File: config.mk
export PLATFORM = sky130hd
export DESIGN_NAME = reset_class_hub
export DESIGN_NICKNAME = d
export VERILOG_FILES = /design/src/rtl/rch_pkg.sv /design/src/rtl/rch_pg_sync.sv /design/src/rtl/rch_level_sync.sv /design/src/rtl/rch_hold_timer.sv /design/src/rtl/rch_req_decode.sv /design/src/rtl/reset_class_hub.sv
export SDC_FILE = /design/constraint.sdc
export NUM_CORES = 1
export LEC_CHECK = 0
export BUFFER_PORTS_ARGS = -buffer_cell sky130_fd_sc_hd__buf_2
export CAP_MARGIN = 20
export CORE_MARGIN = 3
export CORE_UTILIZATION = 45
export DETAILED_ROUTE_END_ITERATION = 8
export HOLD_SLACK_MARGIN = 0.08
export PLACE_DENSITY = 0.65
export SETUP_SLACK_MARGIN = 0.05
export SLEW_MARGIN = 20
export SYNTH_ARGS = -nofsm -noshare
export SYNTH_HDL_FRONTEND = slang
export SYNTH_HIERARCHICAL = 1
export SYNTH_SLANG_ARGS = --single-unit
File: constraint.sdc
create_clock -name clk -period 4 [get_ports clk]
set_input_delay 0.2 -clock clk [delete_from_list [all_inputs] [get_ports clk]]
set_output_delay 0.2 -clock clk [all_outputs]
set_load 0.02 [all_outputs]
File: src/rtl/rch_pkg.sv
package rch_pkg;

   typedef enum logic [2:0] {
      RC_NONE   = 3'd0,
      RC_PROC   = 3'd1,
      RC_TARGET = 3'd2,
      RC_FATAL  = 3'd3,
      RC_HARD   = 3'd4,
      RC_POWER  = 3'd5
   } rst_class_e;

   typedef enum logic [1:0] {
      REQ_HARD = 2'd0,
      REQ_PROC = 2'd1,
      REQ_PORT = 2'd2,
      REQ_NOP  = 2'd3
   } req_kind_e;

   // Highest-priority class wins
   function automatic rst_class_e pick_class(input logic pg_ok,
                                             input logic hard,
                                             input logic fatal,
                                             input logic tgt,
                                             input logic proc);
      rst_class_e c;
      if (!pg_ok)      c = RC_POWER;
      else if (hard)   c = RC_HARD;
      else if (fatal)  c = RC_FATAL;
      else if (tgt)    c = RC_TARGET;
      else if (proc)   c = RC_PROC;
      else             c = RC_NONE;
      return c;
   endfunction

endpackage

File: src/rtl/rch_pg_sync.sv
// Power-good reset synchronizer: asserts asynchronously, releases after STAGES edges.
module rch_pg_sync #(
   parameter int STAGES = 2
) (
   input  logic clk,
   input  logic pwr_ok_async,
   output logic pg_ok
);
   if (STAGES < 2) begin : g_bad_stages
      $error("rch_pg_sync: STAGES must be at least 2");
   end

   logic [STAGES-1:0] stg;

   always_ff @(posedge clk or negedge pwr_ok_async) begin
      if (!pwr_ok_async) stg <= '0;
      else               stg <= {stg[STAGES-2:0], 1'b1};
   end

   assign pg_ok = stg[STAGES-1];

   // Once released with power still good, the release must not glitch.
   assert_pg_release_stable_R1: assert property (
      @(posedge clk) disable iff (!pwr_ok_async) pg_ok |=> pg_ok)
      else $error("pg_ok dropped while power good held");

endmodule

File: src/rtl/rch_level_sync.sv
// Plain multi-flop level synchronizer with a selectable reset value.
module rch_level_sync #(
   parameter int   STAGES    = 2,
   parameter logic RESET_VAL = 1'b0
) (
   input  logic clk,
   input  logic rst_n,
   input  logic d,
   output logic q
);
   if (STAGES < 2) begin : g_bad_stages
      $error("rch_level_sync: STAGES must be at least 2");
   end

   logic [STAGES-1:0] stg;

   always_ff @(posedge clk or negedge rst_n) begin
      if (!rst_n) stg <= {STAGES{RESET_VAL}};
      else        stg <= {stg[STAGES-2:0], d};
   end

   assign q = stg[STAGES-1];

endmodule

File: src/rtl/rch_hold_timer.sv
// Down-counter that keeps a reset class active for HOLD cycles after a load.
module rch_hold_timer #(
   parameter int HOLD = 16
) (
   input  logic clk,
   input  logic rst_n,
   input  logic clr,
   input  logic load,
   output logic active
);
   if (HOLD < 1) begin : g_bad_hold
      $error("rch_hold_timer: HOLD must be at least 1");
   end

   localparam int CW = $clog2(HOLD + 1);
   localparam logic [CW-1:0] HOLD_V = CW'(HOLD);

   logic [CW-1:0] cnt;

   always_ff @(posedge clk or negedge rst_n) begin
      if (!rst_n)          cnt <= '0;
      else if (clr)        cnt <= '0;
      else if (load)       cnt <= HOLD_V;
      else if (cnt != '0)  cnt <= cnt - 1'b1;
   end

   assign active = (cnt != '0);

   assert_load_starts_hold_R4: assert property (
      @(posedge clk) disable iff (!rst_n) (load && !clr) |=> active)
      else $error("hold did not start after load");

   assert_clear_stops_hold_R8: assert property (
      @(posedge clk) disable iff (!rst_n) clr |=> !active)
      else $error("hold still active after clear");

endmodule

File: src/rtl/rch_req_decode.sv
// Splits a configuration request into per-class start strobes.
module rch_req_decode #(
   parameter int NPORTS = 6,
   parameter int PORT_W = 3
) (
   input  logic              valid,
   input  logic [1:0]        kind,
   input  logic [PORT_W-1:0] port,
   output logic              hard_go,
   output logic              proc_go,
   output logic [NPORTS-1:0] tgt_go
);
   import rch_pkg::*;

   if (NPORTS < 1) begin : g_bad_ports
      $error("rch_req_decode: NPORTS must be at least 1");
   end
   if ((1 << PORT_W) < NPORTS) begin : g_bad_width
      $error("rch_req_decode: PORT_W too narrow for NPORTS");
   end

   logic tgt_kind;

   assign hard_go  = valid && (kind == REQ_HARD);
   assign proc_go  = valid && (kind == REQ_PROC);
   assign tgt_kind = valid && (kind == REQ_PORT);

   for (genvar i = 0; i < NPORTS; i++) begin : g_port
      assign tgt_go[i] = tgt_kind && (port == PORT_W'(i));
   end

   always_comb begin
      assert_single_target_R6: assert ($onehot0(tgt_go))
         else $error("more than one port selected");
   end

endmodule

File: src/rtl/reset_class_hub.sv
module reset_class_hub #(
   parameter int NPORTS      = 6,
   parameter int HOLD_CYCLES = 16,
   parameter int SYNC_STAGES = 2,
   localparam int PORT_W     = (NPORTS > 1) ? $clog2(NPORTS) : 1
) (
   input  logic              clk,
   input  logic              pwr_ok_async,
   input  logic              ext_rst_n,
   input  logic              cfg_req_valid,
   input  logic [1:0]        cfg_req_kind,
   input  logic [PORT_W-1:0] cfg_req_port,
   input  logic              fatal_err,
   output logic              sticky_rst_n,
   output logic              core_rst_n,
   output logic              cpu_rst_n,
   output logic [NPORTS-1:0] port_rst_n,
   output logic              bus_fatal_rst_n,
   output logic              out_safe,
   output logic              link_train_ok,
   output logic [2:0]        reset_class
);
   import rch_pkg::*;

   if (HOLD_CYCLES < 1) begin : g_bad_hold
      $error("reset_class_hub: HOLD_CYCLES must be at least 1");
   end
   if (NPORTS < 1) begin : g_bad_ports
      $error("reset_class_hub: NPORTS must be at least 1");
   end

   logic              pg_ok;
   logic              pin_n_s;
   logic              hard_go, proc_go;
   logic [NPORTS-1:0] tgt_go;
   logic              hard_cfg_act, hard_act;
   logic              proc_act;
   logic [NPORTS-1:0] tgt_act;
   logic              fatal_q;
   logic              block_low;

   // Power-good domain: asynchronous assert, synchronous release
   rch_pg_sync #(.STAGES(SYNC_STAGES)) i_pg_sync (
      .clk          (clk),
      .pwr_ok_async (pwr_ok_async),
      .pg_ok        (pg_ok)
   );

   // External pin; reads as asserted until synchronized after power-good
   rch_level_sync #(.STAGES(SYNC_STAGES), .RESET_VAL(1'b0)) i_pin_sync (
      .clk   (clk),
      .rst_n (pg_ok),
      .d     (ext_rst_n),
      .q     (pin_n_s)
   );

   rch_req_decode #(.NPORTS(NPORTS), .PORT_W(PORT_W)) i_decode (
      .valid   (cfg_req_valid),
      .kind    (cfg_req_kind),
      .port    (cfg_req_port),
      .hard_go (hard_go),
      .proc_go (proc_go),
      .tgt_go  (tgt_go)
   );

   // Hard class: pin or configuration hold
   rch_hold_timer #(.HOLD(HOLD_CYCLES)) i_hard_hold (
      .clk    (clk),
      .rst_n  (pg_ok),
      .clr    (1'b0),
      .load   (hard_go),
      .active (hard_cfg_act)
   );

   assign hard_act  = !pin_n_s || hard_cfg_act;
   assign block_low = hard_act || fatal_q;

   // Unrecoverable bus-fatal state, cleared by power-good only
   always_ff @(posedge clk or negedge pg_ok) begin
      if (!pg_ok) fatal_q <= 1'b0;
      else        fatal_q <= fatal_q || (fatal_err && !hard_act);
   end

   rch_hold_timer #(.HOLD(HOLD_CYCLES)) i_proc_hold (
      .clk    (clk),
      .rst_n  (pg_ok),
      .clr    (block_low),
      .load   (proc_go),
      .active (proc_act)
   );

   for (genvar p = 0; p < NPORTS; p++) begin : g_port_hold
      rch_hold_timer #(.HOLD(HOLD_CYCLES)) i_port_hold (
         .clk    (clk),
         .rst_n  (pg_ok),
         .clr    (block_low),
         .load   (tgt_go[p]),
         .active (tgt_act[p])
      );
      assign port_rst_n[p] = pg_ok && !hard_act && !tgt_act[p];
   end

   assign sticky_rst_n    = pg_ok;
   assign core_rst_n      = pg_ok && !hard_act;
   assign cpu_rst_n       = pg_ok && !hard_act && !proc_act;
   assign bus_fatal_rst_n = pg_ok && !fatal_q;
   assign out_safe        = !pg_ok || hard_act;
   assign link_train_ok   = pg_ok && !hard_act;
   assign reset_class     = pick_class(pg_ok, hard_act, fatal_q, |tgt_act, proc_act);

   // ---------------- assertions ----------------
   assert_pg_reset_reach_R2: assert property (
      @(posedge clk) !sticky_rst_n |->
         (!core_rst_n && !cpu_rst_n && !bus_fatal_rst_n && out_safe && !link_train_ok))
      else $error("power-good reset does not cover every output");

   assert_hard_reach_R3: assert property (
      @(posedge clk) !core_rst_n |-> (out_safe && !cpu_rst_n && (port_rst_n == '0)))
      else $error("hard reset does not cover processor, ports and safe enable");

   assert_fatal_latched_R7: assert property (
      @(posedge clk) disable iff (!pg_ok) fatal_q |=> fatal_q)
      else $error("fatal state released without power-good");

   assert_hard_absorbs_R8: assert property (
      @(posedge clk) disable iff (!pg_ok) hard_act |=> (!proc_act && (tgt_act == '0)))
      else $error("lower class survived hard reset");

   assert_class_hard_R9: assert property (
      @(posedge clk) disable iff (!pg_ok) (reset_class == RC_HARD) |-> !link_train_ok)
      else $error("link permitted while hard class reported");

   assert_link_gate_R10: assert property (
      @(posedge clk) link_train_ok |-> (sticky_rst_n && core_rst_n))
      else $error("link permitted during reset");

endmodule

==> results.md <==
- Outcome: completed
- WS Path Type: reg -> out
- Synth top cells by count: 45 x dfrtp_1, 35 x nor2_1, 25 x a21oi_1
- Root buf cell: clkbuf_8
- Starting Density: between 40 and 50%
- N_diodes: 0
- #FFs+latches synth: 45
- Post-synth EDFFs: 0
- Worst slew margin: around three fifths
- Synth top area share: 44.6%
- HP Class: in -> reg
- Register area share after synthesis: between 40% and 50%
- Post-synth cell types: 30
- Fin util: between 50% and 60%
- Reg2reg end: g_port_hold[5].i_port_hold/cnt[1]
- Clock transition at path regs: 70 ps
- VDD IR-drop max: around 0.30 mV
- H-tree levels: 2
- Fin nets: 293
- Grt total ovfl: 0
- Critical Path End Type: primary output
- Filler cell count: 503
- Worst Path Arrival: 2400 ps
- Highest Clock Rate: ~390 MHz
- Non-Filler Instances: 345
- Drt pass-1 iters: 4
- Reg2Reg Depth: 7
- Mapped Avg Cell Area: roughly 10 sq um
- Period utilisation layout: between 60% and 70%
- Crit Reg-Reg Startpoint: i_hard_hold/cnt[0]
- Async SR Flop Fraction: 100%
- Tot GR Track Use: 16.0%
- Hold slack: roughly 130 ps
- Skew final: roughly 5.8 ps
- Largest net degree at the start of global routing: 30
- Most common cell in the synthesized netlist: dfrtp_1
- Num CTS Buffers: 5
- CTS tree: yes
- Global-route wire length before repair: ~8100 microns
- Via density: between 5 and 6
- Final setup viols: 0
- DR vias: 1800
- Tightest Pin Transition: ~630 ps
- Row cnt: 26
- CP Data Required Time: 3800 ps
- Worst skew pair latency: around 300 ps
- Hold_buf cts: 2
- Hold path depth: 2
- Placed Instances: 336
- Ports: 25
- Cell area after synthesis: ~0.0025 sq mm
- Post-CTS sizing: 0
- CTS Buffer Depth: 2
- Die area: between 0.006 and 0.007 sq mm
- Final Hold Fails: 0
- Post-route DRC: 0
- Final Critical Period: about 2600 ps
- Hpwl dp: around 3400 microns
- CP max FO: 11
- Top_reg_cell synth: dfrtp_1
- Fin. max-slew vios: 0
- GP Congestion: between 0.7 and 0.8
- Port Buffers: 24
- Area leader, netlist: dfrtp_1
- Max Cap Viol: 0
- Core Area: 0.00527 sq mm
- Hold path start: fatal_err
- Leakage: 1.20 nW
- Postcts setup bufs: 0
- Hold Path Sink: fatal_q
- Remaining antenna violation count after routing: 0
- Power density cells: 370 mW/mm^2
- CTS Sinks: 45
- Vias in the first global route: around 1800
- Setup TNS: 0 ps
- Drt first-iter violations: 65
- Total Wirelength: between 4000 and 5000 microns
- Synthesis warning total: 6
- Setup slack, reg-to-reg: 1490 ps
- Wire per inst: ~13 microns
- Area Growth Syn to Fin: 8.76%
- Die height: slightly above 80 microns
- Area contributors post-synth: dfrtp_1 45%, nor2_1 5.2%, nand3b_1 5.0%
- Initial antenna violation count: 0
- Overall Power: a little over 1 mW
- Startpoint types: flop
- Mapped Cells: 250
- Layout cells sized above 1: a little over a fifth
- Unrepaired setup endpoints after global routing: no
- Chip width: between 80 and 90 microns
[report_power, final]
| part | total [mW] | switching [mW] | internal, mW |
|---|---|---|---|
| clock | 0.282 | 0.145 | 0.137 |
| sequential | 0.497 | 0.0224 | 0.475 |
| combinational | 0.237 | 0.139 | 0.0984 |
| total | 1.02 | 0.306 | 0.710 |
[routing by layer]
layer / up-vias / share of wire (%) / global-route usage [%]
met1: 872 / 48 / 21.9
met5: - / 0 / 0
li1: 896 / - / -
met3: 7 / 3.1 / 2.99
met2: 25 / 47 / 25.5
met4: 0 / 1.3 / 5.57
[worst max-delay path, cell delays in order, from the launching register on]
cell	delay (ps)
dfrtp_1	400
inv_1	60
ha_1	210
or4b_4	520
and2b_1	290
nand2_2	180
a21oi_1	230
buf_2	200
[layout make-up]
class | instances | area, sq um | share of cell area (%)
flip-flops and latches | 45 | 1130 | 41.0
clock buffers | 7 | 86.3 | 3.14
repair buffers | 27 | 148 | 5.37
multi-input cells | 178 | 1230 | 44.8
inverters | 18 | 67.6 | 2.46
well taps | 70 | 87.6 | 3.19
[logic make-up after synthesis]
group	share of synthesized area (%)
and+or+nand+nor	31.9
other	0.297
AOI/OAI and AO/OA	9.65
adders and majority gates	3.96
buffers and inverters	6.83
xor gates and xnor gates	2.77
DFF	44.6
[per-stage QoR]
step	area [sq um]	worst slack, ps
CTS	2750	1380
global placement	2640	1540
finish	2750	1400
global route	2750	1250
floorplan	2530	1480
detailed placement	2640	1480
[placed cells by master (no fill, tap or decap), types with 3 or more instances in the layout]
cell      Yosys  layout
xnor2_1       8       8
or4b_4        8       8
conb_1        2       3
nor2_1       35      35
or3b_1        9       9
or2_2         8       8
nand3b_1     17      17
ha_1          8       8
clkbuf_8      0       6
nand2b_1     17      17
or2b_1        8       8
a21oi_1      25      25
buf_2         0      24
inv_1        18      18
dfrtp_1      45      44
nor3_1       10      10
a211oi_2      8       8
[how the worst max path moves through the flow]
stage / from / to / depth (start not counted)
global route: i_hard_hold/cnt[0] / reset_class[1] / 7
detailed placement: i_hard_hold/cnt[0] / g_port_hold[5].i_port_hold/cnt[1] / 7
CTS: i_hard_hold/cnt[0] / reset_class[1] / 7
finish: i_hard_hold/cnt[0] / reset_class[1] / 7
global placement: i_hard_hold/cnt[0] / g_port_hold[4].i_port_hold/cnt[1] / 7
floorplan: i_pg_sync/stg[1] / link_train_ok / 3
[flip-flops by register name, summed over array words and instances (netlist names)]
signal	count
i_pin_sync/stg	2
i_proc_hold/cnt	5
g_port_hold.i_port_hold/cnt	30
i_pg_sync/stg	2
fatal_q	1
i_hard_hold/cnt	5
Power figures use the tool's default switching activity.
